### src/rtl/rbst_pkg.sv
package rbst_pkg;

  typedef enum logic [1:0] {
    PH_PATTERN = 2'd0,
    PH_RESET   = 2'd1,
    PH_ADDR    = 2'd2,
    PH_CSEL    = 2'd3
  } phase_e;

  typedef enum logic [1:0] {
    K_WRITE_ALL = 2'd0,
    K_READ_ALL  = 2'd1,
    K_WRITE_ONE = 2'd2,
    K_CLEAR     = 2'd3
  } kind_e;

endpackage

### src/rtl/rbst_plan.sv
// Maps (phase, pass) to the kind of sweep and whether it is the phase's last pass.
module rbst_plan
  import rbst_pkg::*;
#(
  parameter int NUM_CHIPS = 4,
  parameter int PASS_W    = 3
) (
  input  phase_e            phase,
  input  logic [PASS_W-1:0] pass_idx,
  output kind_e             kind,
  output logic              last_pass
);

  localparam logic [PASS_W-1:0] PAT_LAST = PASS_W'(7);
  localparam logic [PASS_W-1:0] CS_LAST  = PASS_W'(2 * NUM_CHIPS - 1);

  always_comb begin
    kind      = K_READ_ALL;
    last_pass = 1'b0;
    unique case (phase)
      PH_PATTERN: begin
        kind      = pass_idx[0] ? K_READ_ALL : K_WRITE_ALL;
        last_pass = (pass_idx == PAT_LAST);
      end
      PH_RESET: begin
        kind      = pass_idx[0] ? K_READ_ALL : K_CLEAR;
        last_pass = (pass_idx == PASS_W'(1));
      end
      PH_ADDR: begin
        kind      = pass_idx[0] ? K_READ_ALL : K_WRITE_ALL;
        last_pass = (pass_idx == PASS_W'(1));
      end
      PH_CSEL: begin
        kind      = pass_idx[0] ? K_READ_ALL : K_WRITE_ONE;
        last_pass = (pass_idx == CS_LAST);
      end
      default: ;
    endcase
  end

endmodule

### src/rtl/rbst_expect.sv
// Word to write, or to expect on read, for a given phase, pass, chip and register.
module rbst_expect
  import rbst_pkg::*;
#(
  parameter int              DATA_W    = 8,
  parameter int              CHIP_W    = 2,
  parameter int              REG_W     = 4,
  parameter int              PASS_W    = 3,
  parameter logic [DATA_W-1:0] RESET_VAL = '0
) (
  input  phase_e            phase,
  input  logic [PASS_W-1:0] pass_idx,
  input  logic [CHIP_W-1:0] chip,
  input  logic [REG_W-1:0]  reg_idx,
  output logic [DATA_W-1:0] word
);

  function automatic logic [DATA_W-1:0] alt_word();
    logic [DATA_W-1:0] w;
    for (int i = 0; i < DATA_W; i++) w[i] = (i % 2 == 0);
    return w;
  endfunction

  localparam logic [DATA_W-1:0] ALT = alt_word();

  logic [PASS_W-1:0] round;
  logic [1:0]        pat_sel;

  assign round   = pass_idx >> 1;
  assign pat_sel = pass_idx[2:1];

  always_comb begin
    word = '0;
    unique case (phase)
      PH_PATTERN: begin
        unique case (pat_sel)
          2'd0: word = '0;
          2'd1: word = '1;
          2'd2: word = ALT;
          2'd3: word = ~ALT;
          default: ;
        endcase
      end
      PH_RESET: word = RESET_VAL;
      PH_ADDR:  word = DATA_W'(reg_idx);
      PH_CSEL: begin
        if (int'(chip) <= int'(round)) word = ~DATA_W'(chip);
        else                           word = DATA_W'(reg_idx);
      end
      default: ;
    endcase
  end

endmodule

### src/rtl/rbst_cmp.sv
// One-stage read pipeline: holds the coordinates of an issued read and compares
// the returned word in the following cycle.
module rbst_cmp #(
  parameter int DATA_W = 8,
  parameter int CHIP_W = 2,
  parameter int REG_W  = 4
) (
  input  logic              clk,
  input  logic              rst,
  input  logic              rd_issued,
  input  logic [1:0]        rd_phase,
  input  logic [CHIP_W-1:0] rd_chip,
  input  logic [REG_W-1:0]  rd_reg,
  input  logic [DATA_W-1:0] rd_exp,
  input  logic [DATA_W-1:0] rdata,
  output logic              pending,
  output logic              mismatch,
  output logic [1:0]        m_phase,
  output logic [CHIP_W-1:0] m_chip,
  output logic [REG_W-1:0]  m_reg,
  output logic [DATA_W-1:0] m_exp,
  output logic [DATA_W-1:0] m_obs
);

  always_ff @(posedge clk) begin
    if (rst) begin
      pending <= 1'b0;
      m_phase <= '0;
      m_chip  <= '0;
      m_reg   <= '0;
      m_exp   <= '0;
    end else begin
      pending <= rd_issued;
      if (rd_issued) begin
        m_phase <= rd_phase;
        m_chip  <= rd_chip;
        m_reg   <= rd_reg;
        m_exp   <= rd_exp;
      end
    end
  end

  assign m_obs    = rdata;
  assign mismatch = pending && (rdata != m_exp);

endmodule

### src/rtl/regbank_selftest.sv
module regbank_selftest
  import rbst_pkg::*;
#(
  parameter int                NUM_CHIPS     = 4,
  parameter int                REGS_PER_CHIP = 16,
  parameter int                DATA_W        = 8,
  parameter logic [DATA_W-1:0] RESET_VAL     = '0,
  localparam int               CHIP_W        = $clog2(NUM_CHIPS),
  localparam int               REG_W         = $clog2(REGS_PER_CHIP)
) (
  input  logic                 clk,
  input  logic                 rst,
  input  logic                 start,
  output logic                 busy,
  output logic                 done,
  output logic                 pass_ok,
  output logic [1:0]           fail_phase,
  output logic [CHIP_W-1:0]    fail_chip,
  output logic [REG_W-1:0]     fail_reg,
  output logic [DATA_W-1:0]    fail_exp,
  output logic [DATA_W-1:0]    fail_obs,
  output logic [NUM_CHIPS-1:0] bus_cs,
  output logic [REG_W-1:0]     bus_addr,
  output logic                 bus_we,
  output logic                 bus_re,
  output logic                 bus_rst,
  output logic [DATA_W-1:0]    bus_wdata,
  input  logic [DATA_W-1:0]    bus_rdata
);

  localparam int PASS_CS = $clog2(2 * NUM_CHIPS);
  localparam int PASS_W  = (PASS_CS > 3) ? PASS_CS : 3;
  localparam logic [CHIP_W-1:0] LAST_CHIP = CHIP_W'(NUM_CHIPS - 1);
  localparam logic [REG_W-1:0]  LAST_REG  = REG_W'(REGS_PER_CHIP - 1);

  typedef enum logic [1:0] {S_IDLE, S_RUN, S_DRAIN} state_e;

  state_e            state_q;
  phase_e            phase_q;
  logic [PASS_W-1:0] pass_q;
  logic [CHIP_W-1:0] chip_q;
  logic [REG_W-1:0]  reg_q;

  // issued-access coordinates, registered with the bus
  logic [1:0]        iss_phase_q;
  logic [CHIP_W-1:0] iss_chip_q;

  kind_e             kind;
  logic              last_pass;
  logic [CHIP_W-1:0] tgt_chip;
  logic [DATA_W-1:0] word;
  logic              end_of_pass;

  logic              pending, mismatch;
  logic [1:0]        m_phase;
  logic [CHIP_W-1:0] m_chip;
  logic [REG_W-1:0]  m_reg;
  logic [DATA_W-1:0] m_exp, m_obs;

  rbst_plan #(.NUM_CHIPS(NUM_CHIPS), .PASS_W(PASS_W)) u_plan (
    .phase     (phase_q),
    .pass_idx  (pass_q),
    .kind      (kind),
    .last_pass (last_pass)
  );

  assign tgt_chip = (kind == K_WRITE_ONE) ? CHIP_W'(pass_q >> 1) : chip_q;

  rbst_expect #(
    .DATA_W(DATA_W), .CHIP_W(CHIP_W), .REG_W(REG_W),
    .PASS_W(PASS_W), .RESET_VAL(RESET_VAL)
  ) u_expect (
    .phase    (phase_q),
    .pass_idx (pass_q),
    .chip     (tgt_chip),
    .reg_idx  (reg_q),
    .word     (word)
  );

  rbst_cmp #(.DATA_W(DATA_W), .CHIP_W(CHIP_W), .REG_W(REG_W)) u_cmp (
    .clk       (clk),
    .rst       (rst),
    .rd_issued (bus_re),
    .rd_phase  (iss_phase_q),
    .rd_chip   (iss_chip_q),
    .rd_reg    (bus_addr),
    .rd_exp    (bus_wdata),
    .rdata     (bus_rdata),
    .pending   (pending),
    .mismatch  (mismatch),
    .m_phase   (m_phase),
    .m_chip    (m_chip),
    .m_reg     (m_reg),
    .m_exp     (m_exp),
    .m_obs     (m_obs)
  );

  assign end_of_pass = (kind == K_CLEAR) ||
                       ((reg_q == LAST_REG) &&
                        ((kind == K_WRITE_ONE) || (chip_q == LAST_CHIP)));

  always_ff @(posedge clk) begin
    if (rst) begin
      state_q     <= S_IDLE;
      phase_q     <= PH_PATTERN;
      pass_q      <= '0;
      chip_q      <= '0;
      reg_q       <= '0;
      busy        <= 1'b0;
      done        <= 1'b0;
      pass_ok     <= 1'b0;
      fail_phase  <= '0;
      fail_chip   <= '0;
      fail_reg    <= '0;
      fail_exp    <= '0;
      fail_obs    <= '0;
      bus_cs      <= '0;
      bus_addr    <= '0;
      bus_we      <= 1'b0;
      bus_re      <= 1'b0;
      bus_rst     <= 1'b0;
      bus_wdata   <= '0;
      iss_phase_q <= '0;
      iss_chip_q  <= '0;
    end else begin
      // bus defaults to idle every cycle
      bus_cs  <= '0;
      bus_we  <= 1'b0;
      bus_re  <= 1'b0;
      bus_rst <= 1'b0;
      unique case (state_q)
        S_IDLE: begin
          if (start) begin
            state_q    <= S_RUN;
            phase_q    <= PH_PATTERN;
            pass_q     <= '0;
            chip_q     <= '0;
            reg_q      <= '0;
            busy       <= 1'b1;
            done       <= 1'b0;
            pass_ok    <= 1'b0;
            fail_phase <= '0;
            fail_chip  <= '0;
            fail_reg   <= '0;
            fail_exp   <= '0;
            fail_obs   <= '0;
          end
        end
        S_RUN, S_DRAIN: begin
          if (mismatch) begin
            state_q    <= S_IDLE;
            busy       <= 1'b0;
            done       <= 1'b1;
            pass_ok    <= 1'b0;
            fail_phase <= m_phase;
            fail_chip  <= m_chip;
            fail_reg   <= m_reg;
            fail_exp   <= m_exp;
            fail_obs   <= m_obs;
          end else if (state_q == S_DRAIN) begin
            if (!bus_re && !pending) begin
              state_q <= S_IDLE;
              busy    <= 1'b0;
              done    <= 1'b1;
              pass_ok <= 1'b1;
            end
          end else begin
            // issue the current access
            bus_rst     <= (kind == K_CLEAR);
            bus_we      <= (kind == K_WRITE_ALL) || (kind == K_WRITE_ONE);
            bus_re      <= (kind == K_READ_ALL);
            bus_cs      <= (kind == K_CLEAR) ? '0 : (NUM_CHIPS'(1) << tgt_chip);
            bus_addr    <= reg_q;
            bus_wdata   <= word;
            iss_phase_q <= phase_q;
            iss_chip_q  <= tgt_chip;
            // advance the sweep
            if (end_of_pass) begin
              chip_q <= '0;
              reg_q  <= '0;
              if (last_pass) begin
                pass_q <= '0;
                if (phase_q == PH_CSEL) state_q <= S_DRAIN;
                else                    phase_q <= phase_e'(phase_q + 2'd1);
              end else begin
                pass_q <= pass_q + PASS_W'(1);
              end
            end else if (reg_q == LAST_REG) begin
              reg_q  <= '0;
              chip_q <= chip_q + CHIP_W'(1);
            end else begin
              reg_q <= reg_q + REG_W'(1);
            end
          end
        end
        default: state_q <= S_IDLE;
      endcase
    end
  end

endmodule

### config.mk
export PLATFORM = sky130hd
export DESIGN_NAME = regbank_selftest
export DESIGN_NICKNAME = d
export VERILOG_FILES = /design/src/rtl/rbst_pkg.sv /design/src/rtl/rbst_plan.sv /design/src/rtl/rbst_expect.sv /design/src/rtl/rbst_cmp.sv /design/src/rtl/regbank_selftest.sv
export SDC_FILE = /design/constraint.sdc
export NUM_CORES = 1
export LEC_CHECK = 0
export BUFFER_PORTS_ARGS = -buffer_cell sky130_fd_sc_hd__buf_2
export CORE_UTILIZATION = 34
export CTS_CLUSTER_SIZE = 28
export DETAILED_ROUTE_END_ITERATION = 7
export REMOVE_ABC_BUFFERS = 1
export SETUP_SLACK_MARGIN = 0.5
export SLEW_MARGIN = 30
export SYNTH_ARGS = -nofsm -noshare
export SYNTH_HDL_FRONTEND = slang
export SYNTH_SLANG_ARGS = --single-unit
### constraint.sdc
create_clock -name clk -period 2.65 [get_ports clk]
set_input_delay 0 -clock clk [delete_from_list [all_inputs] [get_ports clk]]
set_output_delay 0 -clock clk [all_outputs]
set_load 0.005 [all_outputs]
==> flow_summary.html <==
<table>
<tr><th>Metric</th><th>Value</th></tr>
<tr><th colspan="2">Run status</th></tr>
<tr><td>Run status</td><td>finished clean</td></tr>
<tr><th colspan="2">Final layout</th></tr>
<tr><td>Diode insertion count for antenna repair</td><td>0</td></tr>
<tr><td>Final design utilization</td><td>43.9%</td></tr>
<tr><td>Number of standard cells in the final layout excluding fillers</td><td>about 560</td></tr>
<tr><td>Number of nets in the layout</td><td>~450</td></tr>
<tr><td>Layout Area Growth over Synthesis</td><td>26.0%</td></tr>
<tr><td>Flip-flop count of the largest register, all copies and words added</td><td>8</td></tr>
<tr><td>Fraction of layout cells with a size suffix above 1</td><td>between 20% and 30%</td></tr>
<tr><td>Largest reg by FF count</td><td>fail_obs</td></tr>
<tr><th colspan="2">STA</th></tr>
<tr><td>Hold Violations, Final</td><td>0</td></tr>
<tr><td>Tightest Pin Transition</td><td>830 ps</td></tr>
<tr><td>Max-Slew Margin vs Limit</td><td>approximately 45%</td></tr>
<tr><td>Min Clock Period, post-route</td><td>2210 ps</td></tr>
<tr><td>Setup violations, final</td><td>0</td></tr>
<tr><td>Unrepaired setup endpoints after global routing</td><td>true</td></tr>
<tr><td>Achievable frequency</td><td>0.453 GHz</td></tr>
<tr><td>Final-layout setup total negative slack</td><td>0 ps</td></tr>
<tr><td>Setup Skew</td><td>8.32 ps</td></tr>
<tr><td>Final Max Tran Viols</td><td>0</td></tr>
<tr><td>Final clock period utilization by the worst path</td><td>83.3%</td></tr>
<tr><td>Post-route worst setup slack</td><td>444 ps</td></tr>
<tr><th colspan="2">Route</th></tr>
<tr><td>Total number of vias</td><td>3010</td></tr>
<tr><td>Routed len/inst</td><td>15.7 um</td></tr>
<tr><td>Total length of routed met3 wires</td><td>around 420 um</td></tr>
<tr><td>Antenna Nets Post-Route</td><td>0</td></tr>
<tr><td>Via-per-instance ratio</td><td>5.37</td></tr>
<tr><td>Met2 Routed Length</td><td>4030 um</td></tr>
<tr><td>Initial detailed-routing violation count</td><td>174</td></tr>
<tr><td>Detailed-route DRC error count</td><td>0</td></tr>
<tr><td>Drt first pass iters</td><td>6</td></tr>
<tr><td>Total Routed Length</td><td>8810 um</td></tr>
<tr><td>Metal-1 WL</td><td>4230 um</td></tr>
<tr><td>Uppermost layer routed</td><td>met4</td></tr>
<tr><th colspan="2">Synthesis</th></tr>
<tr><td>Largest cells by area after synthesis</td><td>dfxtp_1 44%, a32o_1 6.5%, ha_1 5.2%, mux2i_1 4.4%, a21oi_1 3.0%</td></tr>
<tr><td>Yosys top cell by area</td><td>dfxtp_1</td></tr>
<tr><td>Cell Area, Synth</td><td>3390 sq um</td></tr>
<tr><td>Xor and xnor area share after synthesis</td><td>1.03%</td></tr>
<tr><td>Top_reg_cell synth</td><td>dfxtp_1</td></tr>
<tr><td>Basic-gate share of the synthesized area counting and, or, nand and nor cells</td><td>16.1%</td></tr>
<tr><td>Library cells used by synthesis</td><td>57</td></tr>
<tr><td>Fraction of synthesized cell area taken by the top area cell type</td><td>43.7%</td></tr>
<tr><td>Synthesized-area fraction occupied by ao, oa, aoi and oai cells</td><td>23.7%</td></tr>
<tr><td>Share of the yosys chip area belonging to registers</td><td>43.7%</td></tr>
<tr><td>Mean area per synthesized cell</td><td>9.52 sq um</td></tr>
<tr><td>Yosys Warn Count</td><td>0</td></tr>
<tr><td>Count of mapped cells out of synthesis</td><td>356</td></tr>
<tr><td>Most frequent cells after synthesis</td><td>74 x dfxtp_1, 25 x nor2_1, 22 x a32o_1, 20 x a21oi_1, 20 x o21ai_0</td></tr>
<tr><td>Number of flops mapped to enable cells by yosys</td><td>0</td></tr>
<tr><td>Cell with the most instances after synthesis</td><td>dfxtp_1</td></tr>
<tr><td>Post-synthesis async set-or-reset flop share</td><td>0%</td></tr>
<tr><td>Post-synthesis share of cell area spent on full adders, half adders and majority gates</td><td>under 10%</td></tr>
<tr><td>Share of synthesized area spent on multiplexers</td><td>under 10%</td></tr>
<tr><td>Main combinational cell family by area after synthesis</td><td>compound AO/OA/AOI/OAI gates</td></tr>
<tr><td>Number of storage elements in the synthesis netlist</td><td>74</td></tr>
<tr><th colspan="2">GRT</th></tr>
<tr><td>Pin count of the biggest net entering global routing</td><td>43</td></tr>
<tr><td>Total gr overflow</td><td>0</td></tr>
<tr><td>Number of global-route vias before repair</td><td>2764</td></tr>
<tr><td>Global-route total usage across every layer</td><td>17.4%</td></tr>
<tr><td>First-pass GRT wire length</td><td>roughly 14000 um</td></tr>
<tr><td>Number of antenna violations at the first check in global routing</td><td>0</td></tr>
<tr><th colspan="2">Placement</th></tr>
<tr><td>Setup slack at placement</td><td>245 ps</td></tr>
<tr><td>Count of port buffers added during placement</td><td>56</td></tr>
<tr><td>Placed wire-length estimate after detailed placement</td><td>5820 um</td></tr>
<tr><td>Total instance count after detailed placement</td><td>530</td></tr>
<tr><td>Weighted congestion at the end of routability-driven global placement</td><td>0.865</td></tr>
<tr><th colspan="2">Pwr</th></tr>
<tr><td>Switch Pwr</td><td>680 uW</td></tr>
<tr><td>Total power per unit cell area</td><td>about 560 nW/um^2</td></tr>
<tr><td>Internal power</td><td>between 1.5 and 2 mW</td></tr>
<tr><td>Max VDD drop</td><td>289 uV</td></tr>
<tr><td>Power share of the sequential group</td><td>48.9%</td></tr>
<tr><td>Total leakage power</td><td>1.70 nW</td></tr>
<tr><td>Clk pwr share</td><td>38.5%</td></tr>
<tr><td>Sw Share</td><td>28.5%</td></tr>
<tr><td>Power after layout</td><td>2.39 mW</td></tr>
<tr><td>Logic gate share of total power</td><td>12.6%</td></tr>
<tr><th colspan="2">CTS</th></tr>
<tr><td>TritonCTS Buffers</td><td>9</td></tr>
<tr><td>Clock tree root buffer cell</td><td>clkbuf_8</td></tr>
<tr><td>CTS H-tree depth</td><td>3</td></tr>
<tr><td>CTS tree</td><td>yes</td></tr>
<tr><td>Number of sinks handled by clock tree synthesis</td><td>74</td></tr>
<tr><td>Longest Clk Path Bufs</td><td>2</td></tr>
<tr><td>Clock-pin slew reported for the worst setup and hold paths after clock tree synthesis</td><td>roughly 90 ps</td></tr>
<tr><td>Later-pin clock latency in the skew report</td><td>roughly 350 ps</td></tr>
<tr><th colspan="2">Floorplanning</th></tr>
<tr><td>Boundary Pins</td><td>57</td></tr>
<tr><td>Placeable core area</td><td>9730 sq um</td></tr>
<tr><td>Initial Utilization</td><td>approximately a third</td></tr>
<tr><td>DIE HEIGHT</td><td>roughly 100 um</td></tr>
<tr><td>Number of standard-cell rows in the floorplan</td><td>36</td></tr>
<tr><td>Area enclosed by the die boundary</td><td>between 10000 and 15000 sq um</td></tr>
<tr><td>Die boundary width</td><td>102 um</td></tr>
<tr><th colspan="2">Critical path</th></tr>
<tr><td>Type of element launching the critical path</td><td>register</td></tr>
<tr><td>Worst Path Arrival</td><td>2470 ps</td></tr>
<tr><td>CP Max Fanout</td><td>3</td></tr>
<tr><td>Critical path required time</td><td>approximately 2900 ps</td></tr>
<tr><td>Worst Path Class, Setup</td><td>reg -&gt; reg</td></tr>
<tr><td>Kind of end point of the critical path</td><td>register</td></tr>
<tr><th colspan="2">Worst hold path</th></tr>
<tr><td>Hold/Removal Path Class</td><td>in -&gt; reg</td></tr>
<tr><th colspan="2">Run</th></tr>
<tr><td>Max-cap viol count</td><td>0</td></tr>
</table>
routing by layer:
metal  GRT usage (%)  vias to the layer above
li1                -                     1473
met5               0                        -
met1            23.2                     1439
met3            3.35                       15
met2            27.4                       83
met4            7.69                        0
final cells by class:
cell class | count | area (sq um)
fillers | 970 | 5460
multi-input cells | 243 | 1850
flip-flops and latches | 74 | 1490
repair buffers | 84 | 518
well taps | 133 | 166
clock buffers | 9 | 124
clock inverters | 7 | 82.6
inverters | 11 | 41.3
worst max-delay path, cell delays in order, from the launching register on:
cell and delay (ps):
dfxtp_4 370, ha_4 130, nor2b_4 160, mux2_4 330, ha_4 280, nor2b_2 50
or3_4 330, o31a_1 240, a311oi_1 240
final timing paths:
| kind | startpoint | endpoint | slack, ps | cells past startpoint |
|---|---|---|---|---|
| setup / recovery | phase_q[0]$_SDFFE_PP0P_ | bus_wdata[1]$_SDFFE_PP0P_ | 440 | 8 |
| hold / removal | start | state_q[1]$_SDFFE_PP0P_ | 60 | 3 |
| setup reg to reg | phase_q[0]$_SDFFE_PP0P_ | bus_wdata[1]$_SDFFE_PP0P_ | 440 | 8 |
| hold reg to reg | u_cmp.m_reg[1]$_SDFFE_PP0P_ | fail_reg[1]$_SDFFE_PP0P_ | 470 | 1 |
timing repair:
item,in CTS,in global routing
setup endpoints to repair,9,18
pin swaps,6,4
hold buffers,8,0
buffers inserted,3,4
gates resized for setup,12,18
hold endpoints to repair,8,0
cells in the final DEF (no fill, tap or decap), types with 12 or more instances in the layout:
master	instances
dfxtp_1	72
buf_2	56
nor2_1	24
a32o_1	22
a21oi_1	20
o21ai_0	19
buf_4	18
mux2i_1	15
nand3_1	13
nor3_1	12
cell families (layout without fill, tap and decap cells):
group	after synthesis	count (layout)
and+or+nand+nor	98	98
muxes	17	17
adders and majority gates	14	14
DFF	74	74
xor gates and xnor gates	4	4
buffers and inverters	39	111
AOI/OAI and AO/OA	110	110
power by group through the flow:
stage	Sequential (mW)	Combinational, mW	Clock (mW)
final	1.17	0.301	0.918
after global routing	1.17	0.331	0.992
after CTS	1.17	0.292	0.944
after detailed placement	1.19	0.279	0
after global placement	1.19	0.273	0
after floorplan	1.19	0.162	0
through the flow:
step                      hold WS [ps]  cell area [sq um]
after CTS                         57.4               4160
after global placement             235               3800
after detailed placement           239               3800
after floorplan                   69.1               3260
final                             61.9               4270
after global routing              86.5               4270
(Power assumes the default switching activity.)
